**src/rtl/acc_fmt_pkg.sv**
```systemverilog
package acc_fmt_pkg;

    // Output formats chosen by the three control bits
    typedef enum logic [1:0] {
        FMT_INT     = 2'd0,
        FMT_TRUNC32 = 2'd1,
        FMT_RND32   = 2'd2,
        FMT_RND16   = 2'd3
    } fmt_mode_e;

    typedef struct packed {
        logic frac;
        logic half;
        logic rnd;
    } fmt_ctrl_t;

    // Map control bits to a format; half-word selection overrides round/truncate
    function automatic fmt_mode_e decode_mode(input fmt_ctrl_t c);
        fmt_mode_e m;
        if (!c.frac)     m = FMT_INT;
        else if (c.half) m = FMT_RND16;
        else if (c.rnd)  m = FMT_RND32;
        else             m = FMT_TRUNC32;
        return m;
    endfunction

endpackage

```
**src/rtl/acc_fmt_mode_dec.sv**
```systemverilog
module acc_fmt_mode_dec
    import acc_fmt_pkg::*;
(
    input  logic      frac_mode,
    input  logic      half_sel,
    input  logic      round_en,
    output fmt_mode_e mode
);
    fmt_ctrl_t ctrl;

    always_comb begin
        ctrl.frac = frac_mode;
        ctrl.half = half_sel;
        ctrl.rnd  = round_en;
        mode      = decode_mode(ctrl);
    end
endmodule

```
**src/rtl/acc_fmt_round.sv**
```systemverilog
// Round-to-nearest-even of a signed fixed-point slice, clamping at the positive limit
module acc_fmt_round #(
    parameter int IN_W   = 40,
    parameter int DROP_W = 8
) (
    input  logic [IN_W-1:0]        val,
    output logic [IN_W-DROP_W-1:0] rounded,
    output logic [IN_W-DROP_W-1:0] truncated
);
    localparam int KEEP_W = IN_W - DROP_W;
    localparam logic [DROP_W-1:0] HALF_LSB = {1'b1, {(DROP_W-1){1'b0}}};
    localparam logic [KEEP_W-1:0] MAX_POS  = {1'b0, {(KEEP_W-1){1'b1}}};

    logic [KEEP_W-1:0] kept;
    logic [DROP_W-1:0] field;
    logic              above_half;
    logic              at_half;
    logic              bump;

    always_comb begin
        kept       = val[IN_W-1:DROP_W];
        field      = val[DROP_W-1:0];
        above_half = field > HALF_LSB;
        at_half    = field == HALF_LSB;
        // tie: bump only an odd value, so the kept lsb ends at 0
        bump       = above_half | (at_half & kept[0]);
        truncated  = kept;
        if (bump && kept == MAX_POS)
            rounded = MAX_POS;
        else
            rounded = kept + KEEP_W'(bump);
    end
endmodule

```
**src/rtl/acc_fmt_out_reg.sv**
```systemverilog
module acc_fmt_out_reg #(
    parameter int OUT_W = 32
) (
    input  logic             clk,
    input  logic             rst,
    input  logic             load,
    input  logic [OUT_W-1:0] next_word,
    output logic [OUT_W-1:0] word_q,
    output logic             valid_q
);
    always_ff @(posedge clk) begin
        if (rst) begin
            word_q  <= '0;
            valid_q <= 1'b0;
        end else begin
            valid_q <= load;
            if (load)
                word_q <= next_word;
        end
    end
endmodule

```
**src/rtl/acc_readout_fmt.sv**
```systemverilog
module acc_readout_fmt
    import acc_fmt_pkg::*;
#(
    parameter int ACC_W  = 48,
    parameter int EXT_W  = 8,
    parameter int OUT_W  = 32,
    parameter int HALF_W = 16
) (
    input  logic             clk,
    input  logic             rst,
    input  logic             rd_req,
    input  logic [ACC_W-1:0] acc_in,
    input  logic             frac_mode,
    input  logic             half_sel,
    input  logic             round_en,
    output logic [OUT_W-1:0] rd_data,
    output logic             rd_valid
);
    localparam int FRAC_W   = ACC_W - EXT_W;
    localparam int DROP_W32 = FRAC_W - OUT_W;
    localparam int DROP_W16 = FRAC_W - HALF_W;

    fmt_mode_e         mode;
    logic [FRAC_W-1:0] frac_val;
    logic [OUT_W-1:0]  rnd32;
    logic [OUT_W-1:0]  trn32;
    logic [HALF_W-1:0] rnd16;
    logic [HALF_W-1:0] trn16_unused;
    logic [OUT_W-1:0]  next_word;

    assign frac_val = acc_in[FRAC_W-1:0];

    acc_fmt_mode_dec mode_dec_i (
        .frac_mode (frac_mode),
        .half_sel  (half_sel),
        .round_en  (round_en),
        .mode      (mode)
    );

    acc_fmt_round #(.IN_W(FRAC_W), .DROP_W(DROP_W32)) round32_i (
        .val       (frac_val),
        .rounded   (rnd32),
        .truncated (trn32)
    );

    acc_fmt_round #(.IN_W(FRAC_W), .DROP_W(DROP_W16)) round16_i (
        .val       (frac_val),
        .rounded   (rnd16),
        .truncated (trn16_unused)
    );

    always_comb begin
        unique case (mode)
            FMT_INT:     next_word = acc_in[OUT_W-1:0];
            FMT_TRUNC32: next_word = trn32;
            FMT_RND32:   next_word = rnd32;
            FMT_RND16:   next_word = {{(OUT_W-HALF_W){1'b0}}, rnd16};
            default:     next_word = '0;
        endcase
    end

    acc_fmt_out_reg #(.OUT_W(OUT_W)) out_reg_i (
        .clk       (clk),
        .rst       (rst),
        .load      (rd_req),
        .next_word (next_word),
        .word_q    (rd_data),
        .valid_q   (rd_valid)
    );
endmodule

```
**config.mk**
```make
export PLATFORM = sky130hd
export DESIGN_NAME = acc_readout_fmt
export DESIGN_NICKNAME = d
export VERILOG_FILES = /design/src/rtl/acc_fmt_pkg.sv /design/src/rtl/acc_fmt_mode_dec.sv /design/src/rtl/acc_fmt_round.sv /design/src/rtl/acc_fmt_out_reg.sv /design/src/rtl/acc_readout_fmt.sv
export SDC_FILE = /design/constraint.sdc
export NUM_CORES = 1
export LEC_CHECK = 0
export ABC_AREA = 1
export BUFFER_PORTS_ARGS = -buffer_cell sky130_fd_sc_hd__buf_4
export CAP_MARGIN = 20
export CORE_ASPECT_RATIO = 0.9
export CORE_UTILIZATION = 35
export CTS_CLUSTER_SIZE = 40
export DETAILED_ROUTE_END_ITERATION = 10
export GPL_TIMING_DRIVEN = 0
export PLACE_DENSITY_LB_ADDON = 0.08
export SETUP_SLACK_MARGIN = 0.05
export SLEW_MARGIN = 10
export SYNTH_ARGS = -nofsm -noshare
export SYNTH_HDL_FRONTEND = slang
export SYNTH_SLANG_ARGS = --single-unit
export TNS_END_PERCENT = 1
```
**constraint.sdc**
```tcl
create_clock -name clk -period 5.97 [get_ports clk]
set_input_delay 1.194 -clock clk [delete_from_list [all_inputs] [get_ports clk]]
set_output_delay 1.194 -clock clk [all_outputs]
set_load 0.005 [all_outputs]
```
==> metrics.md, run 1 <==
| Metric | Value |
|---|---|
| Hold Vio Cnt, Final | `0` |
| R2r setup slk | `approximately 5.3 ns` |
| PostCTS Resize Cnt | `0` |
| Area leader, netlist | `nand2_1` |
| Final-report max-slew violation count | `0` |
| First-pass GRT wire length | `roughly 23 mm` |
| Mean Syn Cell Area | `roughly 5.6 sq um` |
| Crit Path Category | `in2reg` |
| Post-Place Cells | `roughly 840` |
| PD cells | `~170 mW/mm^2` |
| Hold Crit Depth | `2` |
| CTS Hold Buffers Added | `0` |
| Detail Placement HPWL | `around 12 mm` |
| # port buffers | `70` |
| Most common cell after layout, fill and taps aside | `nand2_1` |
| Register area share after synthesis | `0.184` |
| CTS root buf | `clkbuf_16` |
| Cell Chain, Critical Path | `buf_4 -> nor2_1 -> nand2_1 -> nor2_1 -> nor2_1 -> ha_1 -> ha_1 -> nand3_1 -> nor2_1 -> nand4_1 -> nor2_1 -> nand3_1 -> nand3_1 -> nand2_1 -> a31oi_1` |
| Cells after synthesis | `640` |
| Area of the mapped netlist | `~0.0036 sq mm` |
| Slew HR | `0.534` |
| Syn Nets | `approximately 700` |
| Cell Count, Final, Fillers Out | `844` |
| RSZ-0062 raised after global routing | `no` |
| Worst path most repeated cell | `nor2_1` |
| Area growth, synth to finish | `23.8%` |
| Post-route antenna net violation count | `0` |
| Post CTS Setup Buffer Count | `0` |
| Crit path arrival time | `between 3 and 4 ns` |
| CP Data Required Time | `roughly 6.2 ns` |
| Hold_sp | `out_reg_i.word_q[14]` |
| Largest buffer count on any clock path | `2` |
| Core area | `a little under 0.01 sq mm` |
| DR iter-0 viols | `~410` |
| # diodes | `0` |
| Final RePlAce weighted congestion | `~1.0` |
| Area used by multi-input combinational logic | `around 0.0025 sq mm` |
| Latest clock arrival within the worst-skew pair | `about 0.28 ns` |
| Initial core utilization | `0.366` |
| Cells on worst reg2reg path | `2` |
| Commonest cells after routing, fill and taps aside | `nand2_1 (223), nor2_1 (79), buf_4 (73)` |
| TritonCTS clock tree | `done` |
| Synth cell types | `36` |
| IO Pins | `87` |
| Clock sinks | `33` |
| # Max-Cap Violations | `0` |
| Die Wd | `between 100 and 150 um` |
| Synthesized flop and latch total | `33` |
| FF/Latch Area | `661 sq um` |
| Top cells by area, synth | `nand2_1 (23%), dfxtp_1 (18%), nor2_1 (8.3%)` |
| CTS Buf Count | `5` |
| Full die area | `roughly 0.011 sq mm` |
| Leak pwr | `roughly 2.1 nW` |
| Routed len/inst | `about 17 um` |
| Tightest Hold Check Type | `reg2reg` |
| Min cycle time layout | `~3.3 ns` |
| Total Wirelength | `~15 mm` |
| Slowest CP cell | `nor2_1` |
| YS warnings | `0` |
| Peak supply drop | `approximately 0.13 mV` |
| Top fanout value on the critical path | `5` |
| CP max stage delay | `0.32 ns` |
| Area share of the leading cell type in the synthesized netlist | `0.233` |
| DR pass1 iterations | `6` |
| Status | `complete, no violations` |
| CP Capture Type | `register` |
| RR Endpoint | `out_reg_i.word_q[18]` |
| Avg Vias per Cell | `5.28` |
| Fill count | `around 1100` |
| Nets | `just under 800` |
| Die height | `about 100 um` |
| Crit start category | `primary input` |
| Origin of the critical flop-to-flop path | `out_reg_i.word_q[18]` |
| Row Count | `34` |
| Via Count | `around 4500` |
| CTS H-tree depth | `2` |
| Initial antenna violation count | `0` |
| Clk_skew | `0 ns` |
| Tcrit/Tclk final | `0.552` |
| Share of cells above drive strength 1 | `0.182` |
| GR Overflow Total | `0` |
| Vias in the first global route | `4109` |
| Peak Freq | `around 300 MHz` |
| Overall power | `between 0.7 and 0.8 mW` |
| GRT Util Overall | `0.282` |
| Final setup violation count | `0` |
| Clk slew on worst S/H paths | `0.06 ns` |
| DRC | `0` |
| Hold path endpoint | `out_reg_i.word_q[14]` |
| Pin count of the biggest net entering global routing | `11` |
| Final TNS setup | `0 ns` |
| Worst-margin pin slew | `~0.7 ns` |
[sequential cells by signal (all words and copies together) (netlist names)]
| signal | flops |
|---|---|
| out_reg_i.word_q | 32 |
| out_reg_i.valid_q | 1 |
[critical path: cells and delay by family]
kind            cells  cell delay [ns]
simple gates       11             1.64
buf+inv             1             0.09
compound gates      1             0.14
fa+ha+maj           2             0.45
[synth_stat cells, drive strengths merged]
cell type and count:
a21oi 59, a221oi 2, a31oi 9, buf 11, clkbuf 17, dfxtp 33
dlygate4sd1 1, dlymetal6s2s 1, ha 4, inv 62, nand2 232, nand3 42
nand3b 3, nand4 10, nor2 92, nor3 7, nor3b 1, o211ai 1
o21ai 38, o21bai 1, xnor2 5, xor2 9
[worst max path at each step]
stage / start / end
after floorplan: acc_in[6] / out_reg_i.word_q[30]
after global placement: acc_in[6] / out_reg_i.word_q[30]
after detailed placement: acc_in[5] / out_reg_i.word_q[30]
after CTS: acc_in[5] / out_reg_i.word_q[26]
after global routing: acc_in[8] / out_reg_i.word_q[26]
final: acc_in[6] / out_reg_i.word_q[30]
[logic make-up after synthesis]
group,synth area share
AOI/OAI and AO/OA,0.164
xor gates and xnor gates,0.0341
adders and majority gates,0.0139
buffers and inverters,0.133
DFF,0.184
and+or+nand+nor,0.471
[per-stage QoR]
step           setup slack, ns  hold WS (ns)  area [sq um]  utilization
3_3_place_gp              2.46         0.453          4280        0.435
2_1_floorplan             3.03         0.459          3590            -
4_1_cts                   2.68         0.466          4450        0.453
3_5_place_dp              2.40         0.457          4280        0.435
5_1_grt                   2.36         0.481          4450        0.453
6_report                  2.67         0.463          4450        0.453
[report_power, final]
group          internal [mW]  leakage, nW  switching (mW)
logic                 0.0851         1.75           0.132
clock network          0.209       0.0841           0.105
registers              0.236        0.273         0.00712
total                  0.530         2.11           0.245
[metal layers]
layer | track usage | up-vias | part of all wire | routed length (um)
met5 | 0 | - | 0 | 0
met4 | 0.0842 | 0 | 0.022 | 321
met3 | 0.0628 | 26 | 0.086 | 1270
met2 | 0.414 | 186 | 0.43 | 6260
met1 | 0.406 | 2047 | 0.47 | 6850
li1 | - | 2200 | - | -
[final cells by class]
type,instances,share of cell area
clock buffers,7,0.0321
repair buffers,70,0.118
clock inverters,1,0.00675
flip-flops and latches,33,0.148
inverters,62,0.0523
well taps,126,0.0354
plain buffers,30,0.0548
multi-input cells,515,0.552
Power figures use the tool's default switching activity.
==> inputs of run 2 (changes only) <==
- clock period: 5.97 -> 2.8 ns (I/O delays scaled with it)
==> metrics.md, run 2 (synthesis gave the netlist of run 1 again) <==
| Metric | Value |
|---|---|
| Initial core utilization | `0.366 (unchanged)` |
| Peak supply drop | `0.268 mV (+110%)` |
| Latest clock arrival within the worst-skew pair | `0.28 ns (about the same)` |
| Peak Freq | `378 MHz` |
| Crit start category | `primary input` |
| Full die area | `0.0107 sq mm (unchanged)` |
| Hold Vio Cnt, Final | `0 (unchanged)` |
| DR iter-0 viols | `415 (+1.7%)` |
| Pin count of the biggest net entering global routing | `11 (unchanged)` |
| # diodes | `0 (unchanged)` |
| Area growth, synth to finish | `24.1%` |
| Most common cell after layout, fill and taps aside | `nand2_1` |
| Min cycle time layout | `2.64 ns` |
| Largest buffer count on any clock path | `2 (unchanged)` |
| CP max stage delay | `0.36 ns (+0.04 ns)` |
| # port buffers | `70 (unchanged)` |
| Avg Vias per Cell | `5.31 (+0.49%)` |
| Clk_skew | `0 ns (unchanged)` |
| Register with the most flip-flops | `out_reg_i.word_q` |
| Worst hold margin | `0.463 ns (-0.000122 ns)` |
| Routed len/inst | `17.4 um (about the same)` |
| CP Data Required Time | `2.96 ns (-3.22 ns)` |
| Post-route antenna net violation count | `0 (unchanged)` |
| Design Area, Final | `0.00446 sq mm (+0.22%)` |
| Met3 routed WL | `1.38 mm (+8.9%)` |
| CTS Buf Count | `5 (unchanged)` |
| Top fanout value on the critical path | `3 (-2)` |
| Row Count | `34 (unchanged)` |
| Leak pwr | `2.11 nW (+0.19%)` |
| TritonCTS clock tree | `done` |
| Slowest CP cell | `nor3_2` |
| First-pass GRT wire length | `22.5 mm (unchanged)` |
| GRT Util Overall | `0.282 (unchanged)` |
| Status | `complete, no violations` |
| DRC | `0 (unchanged)` |
| Clk slew on worst S/H paths | `0.06 ns (about the same)` |
| Worst-margin pin slew | `0.691 ns (-0.00823 ns)` |
| Final RePlAce weighted congestion | `0.998 (unchanged)` |
| GR Overflow Total | `0 (unchanged)` |
| IO Pins | `87 (unchanged)` |
| Via Count | `4486 (+0.61%)` |
| Die Wd | `109 um (unchanged)` |
| Biggest regs | `out_reg_i.word_q (32), out_reg_i.valid_q (1)` |
| Final setup violation count | `0 (unchanged)` |
| Post-Place Cells | `836 (unchanged)` |
| Overall power | `1.65 mW (+110%)` |
| Cell Count, Final, Fillers Out | `845 (+0.12%)` |
| Share of cells above drive strength 1 | `0.185 (+0.00253)` |
| # Max-Cap Violations | `0 (unchanged)` |
| Top Layer Used | `met4` |
| CP Capture Type | `register` |
| CTS root buf | `clkbuf_16` |
| PD cells | `370 mW/mm^2 (+110%)` |
| CTS Hold Buffers Added | `0 (unchanged)` |
| Final-report max-slew violation count | `0 (unchanged)` |
| RSZ-0062 raised after global routing | `yes` |
| Detail Placement HPWL | `11.7 mm (unchanged)` |
| CTS H-tree depth | `2 (unchanged)` |
| Final TNS setup | `0 ns (unchanged)` |
| Die height | `98.1 um (unchanged)` |
| Worst path most repeated cell | `nor2_1` |
| Area after DPL | `0.00428 sq mm (unchanged)` |
| Total Wirelength | `14.7 mm (+0.13%)` |
| Vias in the first global route | `4109 (unchanged)` |
| Cell Chain, Critical Path | `buf_4 -> nor2_1 -> nand2_1 -> nor2_1 -> nor2_1 -> ha_1 -> ha_1 -> nand3_1 -> nor3_2 -> nor3b_2 -> nand2_1 -> a21oi_1 -> a21oi_1` |
| Met2 WL | `6.21 mm (-0.70%)` |
| Nets | `776 (+0.13%)` |
| Tightest Hold Check Type | `reg2reg` |
| Crit path arrival time | `2.80 ns (-0.71 ns)` |
| Commonest cells after routing, fill and taps aside | `nand2_1 (223), nor2_1 (78), buf_4 (74)` |
| Initial antenna violation count | `0 (unchanged)` |
| Clock sinks | `33 (unchanged)` |
| Tcrit/Tclk final | `0.944` |
| Core area | `0.00983 sq mm (unchanged)` |
| Slew HR | `0.539 (+0.00549)` |
| Crit Path Category | `in2reg` |
| Wire length on met1 | `6.76 mm (-1.3%)` |
| DR pass1 iterations | `5 (-1)` |
| Max reg flops | `32 (unchanged)` |
run 2: layout make-up:
type                            count  area, sq um
Buffer                             30          244
Clock buffer                        7          143
Clock inverter                      1         30.0
Fill cell                        1119         5370
Inverter                           62          233
Multi-Input combinational cell    515         2460
Sequential cell                    33          661
Tap cell                          126          158
Timing Repair Buffer               71          533
run 2: final timing paths:
check	from	endpoint	slack, ns	cells after the start
max reg2reg	out_reg_i.word_q[18]	out_reg_i.word_q[18]	2.12	2
min reg2reg	out_reg_i.word_q[14]	out_reg_i.word_q[14]	0.46	2
min	out_reg_i.word_q[14]	out_reg_i.word_q[14]	0.46	2
max	acc_in[6]	out_reg_i.word_q[24]	0.16	13
run 2: timing repair:
| item | 4_1_cts | 5_1_grt |
|---|---|---|
| endpoints found under the setup margin | 0 | 4 |
| setup buffers | 0 | 1 |
| resized for setup | 0 | 1 |
run 2: layer usage:
layer	vias to the layer above	GRT usage
li1	2198	-
met4	0	0.0842
met2	215	0.414
met5	-	0
met3	32	0.0628
met1	2041	0.406
run 2: through the flow:
step	util	setup slack, ns
after detailed placement	0.435	-0.133
after floorplan	-	0.498
after global placement	0.435	-0.0723
final	0.454	0.157
after CTS	0.453	0.141
after global routing	0.454	0.0175
run 2: critical path: cells and delay by family:
family | cells | cell delay, ns
buffers and inverters | 1 | 0.09
AND/OR/NAND/NOR | 8 | 1.35
adder cells (fa/ha/maj) | 2 | 0.44
AO/OA/AOI/OAI | 2 | 0.36
run 2: power breakdown:
part / switching, mW / internal (mW) / leakage, nW
Clock: 0.224 / 0.445 / 0.0841
Sequential: 0.0153 / 0.502 / 0.273
Combinational: 0.281 / 0.181 / 1.76
Total: 0.520 / 1.13 / 2.11
==> inputs of run 3 (changes only) <==
- ABC_AREA: 1 -> 0
- PLACE_DENSITY: not set -> 0.58
- PLACE_DENSITY_LB_ADDON: 0.08 -> not set
==> metrics.md, run 3 <==
| Metric | Value |
|---|---|
| R2r setup slk | `1.73 ns (-0.39 ns)` |
| Slowest CP cell | `or4_1` |
| IO Pins | `87 (unchanged)` |
| DR iter-0 viols | `360 (-13%)` |
| Worst-margin pin slew | `0.761 ns (+0.0700 ns)` |
| DR pass1 iterations | `5 (unchanged)` |
| TritonCTS clock tree | `done` |
| Crit path arrival time | `2.94 ns (+0.14 ns)` |
| Syn Nets | `513 (-27%)` |
| CTS H-tree depth | `2 (unchanged)` |
| GRT Util Overall | `0.311 (+0.0283)` |
| PD cells | `366 mW/mm^2 (-0.99%)` |
| Latest clock arrival within the worst-skew pair | `0.30 ns (+0.02 ns)` |
| Register area share after synthesis | `0.208 (+0.0244)` |
| Tcrit/Tclk final | `0.973 (+0.0293)` |
| CTS Buf Count | `5 (unchanged)` |
| CTS root buf | `clkbuf_8` |
| Initial core utilization | `0.365 (-0.000610)` |
| Crit start category | `primary input` |
| Overall power | `1.45 mW (-12%)` |
| CP Data Required Time | `3.01 ns (+0.05 ns)` |
| DRC | `0 (unchanged)` |
| Cell Count, Final, Fillers Out | `647 (-23%)` |
| CP Capture Type | `register` |
| Commonest cells after routing, fill and taps aside | `buf_4 (69), nand2_1 (44), nor2_1 (40)` |
| Vias in the first global route | `3608 (-12%)` |
| Tightest Hold Check Type | `reg2reg` |
| Via Count | `3996 (-11%)` |
| Total Wirelength | `14.5 mm (-1.3%)` |
| Top fanout value on the critical path | `7 (+4)` |
| Avg Vias per Cell | `6.18 (+16%)` |
| Post-route antenna net violation count | `0 (unchanged)` |
| Clk_skew | `0 ns (unchanged)` |
| Peak supply drop | `0.179 mV (-33%)` |
| Synth cell types | `64 (+78%)` |
| GR Overflow Total | `0 (unchanged)` |
| Core area | `0.00869 sq mm (-12%)` |
| Most common cell in the netlist | `nand2_1` |
| Cells after synthesis | `455 (-29%)` |
| Hold_sp | `out_reg_i.word_q[7]` |
| First-pass GRT wire length | `21.7 mm (-3.7%)` |
| Slew HR | `0.491 (-0.0486)` |
| Main synth FF type | `dfxtp_1` |
| Synthesized flop and latch total | `33 (unchanged)` |
| Post-Place Cells | `636 (-24%)` |
| FFs w/ async S/R, synth | `0 (unchanged)` |
| Die Wd | `102 um (-5.9%)` |
| Row Count | `32 (-5.9%)` |
| Register with the most flip-flops | `out_reg_i.word_q` |
| YS warnings | `0 (unchanged)` |
| Pin count of the biggest net entering global routing | `11 (unchanged)` |
| # diodes | `0 (unchanged)` |
| # port buffers | `62 (-11%)` |
| Final setup violation count | `0 (unchanged)` |
| # Max-Cap Violations | `0 (unchanged)` |
| Area of the mapped netlist | `0.00317 sq mm (-12%)` |
| EDFF count, synth | `0 (unchanged)` |
| Cell Chain, Critical Path | `buf_4 -> nor4_1 -> nand2_1 -> and2_1 -> ha_2 -> ha_4 -> nand3_4 -> or4_1 -> buf_4 -> or4_1 -> nand3_1 -> a21oi_1 -> a211oi_2` |
| Crit Path Category | `in2reg` |
| Fill count | `944 (-16%)` |
| Leak pwr | `1.48 nW (-30%)` |
| Top cells by count, synth | `nand2_1 (45), nor2_1 (41), dfxtp_1 (33), o21ai_0 (33), clkbuf_1 (31)` |
| RR Endpoint | `out_reg_i.word_q[14]` |
| Area growth, synth to finish | `25.2%` |
| RSZ-0062 raised after global routing | `yes` |
| Clk slew on worst S/H paths | `0.08 ns (+0.02 ns)` |
| Min cycle time layout | `2.72 ns (+0.0821 ns)` |
| Top cells by area, synth | `dfxtp_1 (21%), xnor2_1 (6.6%), nand2_1 (5.3%)` |
| FF/Latch Area | `661 sq um (unchanged)` |
| Hold Crit Depth | `2 (unchanged)` |
| Cells on worst reg2reg path | `4 (+2)` |
| Status | `complete, no violations` |
| Area share of the leading cell type in the synthesized netlist | `0.208 (-0.0247)` |
| Clock sinks | `33 (unchanged)` |
| CP max stage delay | `0.47 ns (+0.11 ns)` |
| Detail Placement HPWL | `11.0 mm (-6.0%)` |
| Peak Freq | `367 MHz (-3.0%)` |
| Routed len/inst | `22.5 um (+29%)` |
| Full die area | `0.00945 sq mm (-12%)` |
| Final RePlAce weighted congestion | `0.972 (-2.6%)` |
| Hold Vio Cnt, Final | `0 (unchanged)` |
| Origin of the critical flop-to-flop path | `out_reg_i.word_q[14]` |
| Area used by multi-input combinational logic | `0.00231 sq mm (-6.1%)` |
| Mean Syn Cell Area | `6.97 sq um (+24%)` |
| Final-report max-slew violation count | `0 (unchanged)` |
| Share of cells above drive strength 1 | `0.201 (+0.0158)` |
| Largest buffer count on any clock path | `2 (unchanged)` |
| Most common cell after layout, fill and taps aside | `buf_4` |
| Initial antenna violation count | `1 (+1)` |
| Hold path endpoint | `out_reg_i.word_q[7]` |
| Die height | `92.3 um (-5.9%)` |
| Area leader, netlist | `dfxtp_1` |
| Nets | `585 (-25%)` |
| Max reg flops | `32 (unchanged)` |
| Biggest regs | `out_reg_i.word_q (32), out_reg_i.valid_q (1)` |
[run 3: cell count changes in the layout (fill, tap and decap cells not counted), sizes merged, moves of 12 or more]
cell,previous run,this run
inv,62,11
clkbuf,24,36
nor4,0,17
xnor2,5,24
a21oi,59,14
nand2,232,45
o21ai,38,54
nor2,92,41
a211oi,0,14
nand3,42,27
[run 3: cell type report]
cell class / count / area share
sequential: 33 / 0.166
timing repair buffer: 66 / 0.125
multi-input combinational: 368 / 0.582
inverter: 14 / 0.0132
clock inverter: 1 / 0.00756
tap: 119 / 0.0375
clock buffer: 7 / 0.0217
buffer: 39 / 0.0470
[run 3: cells by family after synthesis]
| kind of cell | synth area share |
|---|---|
| mux | 0.00316 |
| fa+ha+maj | 0.0158 |
| xor+xnor | 0.0884 |
| simple gates | 0.326 |
| compound gates | 0.284 |
| flops | 0.208 |
| buf+inv | 0.0749 |
[run 3: worst max-delay path by stage]
stage,startpoint,to
final,acc_in[8],out_reg_i.word_q[14]
after global routing,acc_in[8],out_reg_i.word_q[14]
after CTS,acc_in[8],out_reg_i.word_q[14]
after detailed placement,acc_in[8],out_reg_i.word_q[21]
after global placement,acc_in[8],out_reg_i.word_q[21]
after floorplan,acc_in[0],out_reg_i.word_q[14]
[run 3: through the flow]
step / hold WS [ns] / utilization / setup slack (ns) / TNS, ns / instance area [sq um]
6_report: 0.457 / 0.457 / 0.0752 / 0 / 3970
3_3_place_gp: 0.445 / 0.436 / -0.559 / -7.30 / 3790
4_1_cts: 0.464 / 0.453 / 0.0367 / 0 / 3940
5_1_grt: 0.482 / 0.457 / 0.00532 / 0 / 3970
3_5_place_dp: 0.444 / 0.436 / -0.534 / -6.46 / 3790
2_1_floorplan: 0.443 / - / 0.111 / 0 / 3170
[run 3: repair_timing]
item / CTS / global route
buffers inserted: 0 / 4
gates resized for setup: 7 / 4
endpoints found under the setup margin: 14 / 12
gates cloned: 0 / 0
hold buffers: 0 / 0
pin swaps: 1 / 1
[run 3: critical path, delay by kind of cell]
family | cells | cell delay [ns]
simple gates | 7 | 1.38
compound gates | 2 | 0.30
fa+ha+maj | 2 | 0.36
buf+inv | 2 | 0.32
[run 3: layer usage]
layer	part of all wire	track usage	wire length, um	vias to the layer above
li1	-	-	-	1831
met4	0.015	0.0774	217	2
met3	0.091	0.0626	1320	22
met1	0.46	0.463	6710	1920
met2	0.43	0.448	6260	221
met5	0.00089	0	13	-
[run 3: where the power goes]
part / leakage [nW] / internal [mW] / switching (mW)
combinational: 1.15 / 0.171 / 0.264
clock: 0.0585 / 0.291 / 0.204
sequential: 0.273 / 0.505 / 0.0195
